[config.mk]
export PLATFORM = sky130hd
export DESIGN_NAME = pkt3_framer
export DESIGN_NICKNAME = d
export VERILOG_FILES = /design/src/rtl/pkt3_pkg.sv /design/src/rtl/pkt3_seq.sv /design/src/rtl/pkt3_shift.sv /design/src/rtl/pkt3_framer.sv
export SDC_FILE = /design/constraint.sdc
export NUM_CORES = 1
export LEC_CHECK = 0
export BUFFER_PORTS_ARGS = -buffer_cell sky130_fd_sc_hd__buf_2
export CAP_MARGIN = 30
export CORE_MARGIN = 2
export CORE_UTILIZATION = 25
export DETAILED_ROUTE_END_ITERATION = 10
export PLACE_DENSITY_LB_ADDON = 0.15
export SYNTH_ARGS = -nofsm -noshare
export SYNTH_HDL_FRONTEND = slang
export SYNTH_SLANG_ARGS = --single-unit
[constraint.sdc]
create_clock -name clk -period 2.4 [get_ports clk]
set_input_delay 0.12 -clock clk [delete_from_list [all_inputs] [get_ports clk]]
set_output_delay 0.12 -clock clk [all_outputs]
set_load 0.005 [all_outputs]
[src/rtl/pkt3_pkg.sv]
package pkt3_pkg;

    // Phase of the boundary tracker
    typedef enum logic [1:0] {
        PH_SEEK = 2'd0,   // looking for a byte with the marker set
        PH_FILL = 2'd1,   // collecting the remaining bytes of a message
        PH_FIN  = 2'd2    // message complete; also searches like PH_SEEK
    } phase_e;

endpackage

[src/rtl/pkt3_seq.sv]
module pkt3_seq
    import pkt3_pkg::*;
#(
    parameter int MSG_BYTES = 3
) (
    input  logic clk,
    input  logic rst,
    input  logic mark,
    output logic done
);

    localparam int CNT_W = $clog2(MSG_BYTES + 1);
    localparam logic [CNT_W-1:0] LAST_IDX = CNT_W'(MSG_BYTES - 1);

    typedef struct packed {
        phase_e           phase;
        logic [CNT_W-1:0] taken;
    } seq_t;

    seq_t st_d, st_q;

    always_comb begin
        st_d = st_q;
        unique case (st_q.phase)
            PH_FILL: begin
                st_d.taken = st_q.taken + 1'b1;
                if (st_q.taken == LAST_IDX) begin
                    st_d.phase = PH_FIN;
                end
            end
            default: begin
                // PH_SEEK and PH_FIN share the same start-detection rule
                if (mark) begin
                    st_d.phase = PH_FILL;
                    st_d.taken = CNT_W'(1);
                end else begin
                    st_d.phase = PH_SEEK;
                    st_d.taken = '0;
                end
            end
        endcase
    end

    always_ff @(posedge clk) begin
        if (rst) begin
            st_q.phase <= PH_SEEK;
            st_q.taken <= '0;
        end else begin
            st_q <= st_d;
        end
    end

    assign done = (st_q.phase == PH_FIN);


    seek_discard_chk: assert property (@(posedge clk) disable iff (rst)
        (st_q.phase == PH_SEEK && !mark) |=> (st_q.phase == PH_SEEK && !done));


    fill_no_abort_chk: assert property (@(posedge clk) disable iff (rst)
        (st_q.phase == PH_FILL) |=> (st_q.phase != PH_SEEK));


    done_single_chk: assert property (@(posedge clk) disable iff (rst)
        done |=> !done);


    done_after_fill_chk: assert property (@(posedge clk) disable iff (rst)
        $rose(done) |-> ($past(st_q.phase) == PH_FILL));


    back_to_back_chk: assert property (@(posedge clk) disable iff (rst)
        (done && mark) |=> (st_q.phase == PH_FILL));


    done_discard_chk: assert property (@(posedge clk) disable iff (rst)
        (done && !mark) |=> (st_q.phase == PH_SEEK));


    reset_state_chk: assert property (@(posedge clk)
        rst |=> (!done && st_q.phase == PH_SEEK));

endmodule

[src/rtl/pkt3_shift.sv]
module pkt3_shift #(
    parameter int BYTE_W    = 8,
    parameter int MSG_BYTES = 3
) (
    input  logic                        clk,
    input  logic                        rst,
    input  logic [BYTE_W-1:0]           din,
    output logic [BYTE_W*MSG_BYTES-1:0] word
);

    localparam int WORD_W = BYTE_W * MSG_BYTES;

    typedef struct packed {
        logic [WORD_W-1:0] bytes;
    } shift_t;

    shift_t sh_d, sh_q;

    // Oldest byte ends up in the top lane, newest in the bottom lane
    always_comb begin
        sh_d = sh_q;
        sh_d.bytes = {sh_q.bytes[WORD_W-BYTE_W-1:0], din};
    end

    always_ff @(posedge clk) begin
        if (rst) begin
            sh_q.bytes <= '0;
        end else begin
            sh_q <= sh_d;
        end
    end

    assign word = sh_q.bytes;


    newest_lane_chk: assert property (@(posedge clk) disable iff (rst)
        !$past(rst) |-> (word[BYTE_W-1:0] == $past(din)));


    lane_move_chk: assert property (@(posedge clk) disable iff (rst)
        !$past(rst) |-> (word[2*BYTE_W-1:BYTE_W] == $past(word[BYTE_W-1:0])));

endmodule

[src/rtl/pkt3_framer.sv]
module pkt3_framer #(
    parameter int BYTE_W    = 8,
    parameter int MSG_BYTES = 3,
    parameter int MARK_BIT  = 3
) (
    input  logic                        clk,
    input  logic                        rst,
    input  logic [BYTE_W-1:0]           byte_in,
    output logic                        msg_done,
    output logic [BYTE_W*MSG_BYTES-1:0] msg_word
);

    logic start_mark;

    assign start_mark = byte_in[MARK_BIT];

    pkt3_seq #(
        .MSG_BYTES (MSG_BYTES)
    ) seq_i (
        .clk  (clk),
        .rst  (rst),
        .mark (start_mark),
        .done (msg_done)
    );

    pkt3_shift #(
        .BYTE_W    (BYTE_W),
        .MSG_BYTES (MSG_BYTES)
    ) shift_i (
        .clk  (clk),
        .rst  (rst),
        .din  (byte_in),
        .word (msg_word)
    );

endmodule

# Word-level counts from Yosys, hierarchy flattened
# Index checks and enable logic that the tools add are counted.
# word_totals
ff_bits	28
latchBits	0
mem_bits_rw	0
rom_bits	0
output_inout_bits	25
elab_cells	11
mem_count	0
# op_classes
add_sub_neg	1
n_mul	0
div_mod_pow	0
n_lt_le_gt_ge	0
eq_ne	4
n_shift	0
muxes	3
bitwise_logic	0
n_reduce_logical	0
# ops
op	count
$eq A2 B2 Y1 const B	2
$mux W4	1
$mux W3	1
$add A2 B1 Y2 const B	1
$eq A2 B1 Y1 const B	1
$mux W2	1
$ne A2 B1 Y1 const B	1

# Longest topological paths before layout
# depth
ltp_word	3
ltp_mapped	4

# Modules after synthesis
# From an unflattened synthesis, not the netlist that was laid out.
# unflattened
cells_unflattened	65
area_unflattened_um2	855.8
# modules_own_cells
module	instances	cells_per_inst	area_per_inst_um2
pkt3_shift	1	50	693.2
pkt3_seq	1	15	162.7

# Least setup slack after synthesis
# OpenSTA, ideal clock, no wires.
# synth_path
path_type	reg-to-reg
from	register seq_i.st_q[2] (netlist bit)
to	register seq_i.st_q[0] (netlist bit)
setup_time_ns	0.121
t_arrival_ns	0.777
required_time_ns	2.279
slack_ns	1.502
stages_incl_launch_ff	3
period_less_slack_ns	0.898
cell_sequence	dfxtp_1 nor2b_4 mux2_2
# synth_via
elab_chain_len	2
# synth_lines
item	line	rtl
start, declared	pkt3_seq.sv:20	seq_t st_d, st_q;
start signal, assigned	pkt3_seq.sv:49	st_q <= st_d;
$eq A2 B1 Y1	pkt3_seq.sv:24	unique case (st_q.phase)
$mux W4	pkt3_seq.sv:24	
# No other way between the ends.
# A chain may end at the register's enable or synchronous reset.

# Worst setup path in the final report
# layout_path
from	register seq_i.st_q[3] (netlist bit)
to	output port msg_done
# layout_via
elab_chain_len	1
# layout_lines
item	line	rtl
$eq A2 B2 Y1	pkt3_seq.sv:53	assign done = (st_q.phase == PH_FIN);
end, declared	pkt3_framer.sv:9	output logic msg_done,
# No other way between the ends.

==> impl_metrics.json <==
{
  "outcome": "finished, final reports clean",
  "wl_mm": 1.33,
  "fin_cells": 151,
  "fmax_ghz": 0.916,
  "clock_path_buffers": 2,
  "startpoint_type": "register",
  "final_nets": 119,
  "drtPass1Iterations": 3,
  "clockRootBuffer": "clkbuf_4",
  "overflow": 0,
  "globalplace.congestion": 0.538,
  "antenna_found_initial": 0,
  "synth_cell_types": 12,
  "synthesis.area_sq_um": 828,
  "drcViolationCount": 0,
  "ys_ff_latch": 28,
  "ir_worst_vdd_mv": 0.272,
  "wl_per_cell_microns": 8.83,
  "postCtsSetupBuffers": 0,
  "cellLeakagePower_nw": 0.542,
  "cts_made_buffers": 3,
  "die_x_microns": 61.6,
  "worst_slew_margin_rel_pct": 67.2,
  "place_inst": 140,
  "start_util_pct": 26.7,
  "cp.arrival_ns": 0.97,
  "synth.top_cell.area_share_pct": 67.7,
  "area_delta_synth_final_pct": 36.7,
  "power_mw": 0.777,
  "clk_latency_ns": 0.31,
  "dieArea_sq_um": 3790,
  "hold_ws_ns": 0.0572,
  "worst_pin_slew_ns": 0.492,
  "clock_sinks": 28,
  "maxCapViolCount": 0,
  "io_buffers": 34,
  "yosys-top-cells-area": "dfxtp_1 68%, nor2b_1 18%, buf_6 2.7%",
  "via_per_inst": 3.63,
  "critPathMaxFanout": 2,
  "p_per_area_nw_per_um2": 686,
  "synth_cells": 65,
  "antenna_cells": 0,
  "rows": 20,
  "cts_tree": "built",
  "vias": 548,
  "yosys.area.top_type": "dfxtp_1",
  "io-pin-count": 35,
  "synth_area_per_cell_sq_um": 12.7,
  "hold_class": "input port to register",
  "clk_pin_slew_ns": 0.13,
  "synth_seq_area_share_pct": 67.7,
  "track_usage_pct": 7.53,
  "hpwl_microns": 939,
  "setup_viol": 0,
  "grt_pass1_vias": 491,
  "fp.dieH_microns": 61.6,
  "fin_crit_sh_pct": 45.5,
  "h-tree-depth": 1,
  "finalHoldViolCount": 0,
  "core_area_sq_um": 3100,
  "worstSetupEndpointType": "output pin",
  "grt_pass1_wl_mm": 1.97,
  "rsz0062_at_grt": "no",
  "criticalPathCategory": "register to output pin",
  "setup-tns-final_ns": 0,
  "skew_ns": 0.00210,
  "drv_slew": 0,
  "drt_iter0_markers": 14,
  "cts_resized": 0,
  "critPathRequiredTime_ns": 2.28,
  "synth_nets": 76,
  "drive_gt1_share_pct": 40.2,
  "postRouteAntennaNets": 0,
  "fin_util_pct": 36.5,
  "fin_crit_ns": 1.09,
  "synth_warnings": 0,
  "grt_max_degree": 29
}
-- layout by cell type, fill, tap and decap left out --
cell type,n
nor2_1,2
dlygate4sd3_1,7
and3b_1,1
nor2b_4,1
nor2b_2,1
clkbuf_8,1
clkbuf_4,3
buf_2,34
nor3b_2,1
dfxtp_1,28
inv_1,1
ha_1,1
mux2_2,2
nor2b_1,24
-- registers in the layout (all words and copies together), names as in the netlist --
name / flops
seq_i.st_q: 4
shift_i.word: 24
-- cell families (layout without fill, tap and decap cells) --
family / after synthesis / after routing / share of synthesized area (%)
AND/OR/NAND/NOR: 30 / 30 / 24.3
flip-flops: 28 / 28 / 67.7
buffers and inverters: 4 / 46 / 3.78
multiplexers: 2 / 2 / 2.72
adder cells (fa/ha/maj): 1 / 1 / 1.51
-- power breakdown --
| group | switching [mW] | total [mW] | internal (mW) |
|---|---|---|---|
| sequential | 0.00748 | 0.493 | 0.486 |
| clock | 0.124 | 0.216 | 0.0927 |
| combinational | 0.0260 | 0.0673 | 0.0413 |
-- timing repair --
action / CTS / global route
endpoints found under the setup margin: 0 / 0
hold buffers: 7 / 0
endpoints found under the hold margin: 7 / 0
-- critical path, cell delays in order, from the launching register on --
cell     delay, ns
dfxtp_1       0.39
nor2b_1       0.15
buf_2         0.12
-- cell type report --
| type | instances | area (sq um) |
|---|---|---|
| Clock buffer | 4 | 36.3 |
| Multi-Input combinational cell | 33 | 236 |
| Tap cell | 44 | 55.1 |
| Fill cell | 354 | 1970 |
| Sequential cell | 28 | 561 |
| Timing Repair Buffer | 41 | 240 |
| Inverter | 1 | 3.75 |
-- path summary, 6_finish.rpt --
kind / startpoint / to / slack, ns / cells past startpoint
hold reg to reg: shift_i.word[3] / shift_i.word[11] / 0.47 / 1
setup reg to reg: seq_i.st_q[2] / seq_i.st_q[2] / 1.44 / 2
setup / recovery: seq_i.st_q[3] / msg_done / 1.31 / 2
hold / removal: byte_in[3] / shift_i.word[3] / 0.06 / 2
-- cell usage after synthesis, drive strengths merged --
| cell type | number |
|---|---|
| inv | 1 |
| nor2 | 2 |
| nor3b | 1 |
| nor2b | 26 |
| mux2 | 2 |
| dfxtp | 28 |
| ha | 1 |
| buf | 3 |
| and3b | 1 |
-- metal layers --
layer / global-route usage [%] / share of wire (%)
met1: 6.89 / 38
met2: 13.5 / 50
met3: 3.99 / 9.8
met4: 3.65 / 1.7
met5: 0 / 0
-- metrics by stage --
stage,worst slack [ns],cell area (sq um)
2_1_floorplan,1.50,828
3_3_place_gp,1.38,1030
3_5_place_dp,1.36,1030
4_1_cts,1.26,1130
5_1_grt,1.23,1130
6_report,1.31,1130
No activity file was read; power rests on OpenSTA's default activity.
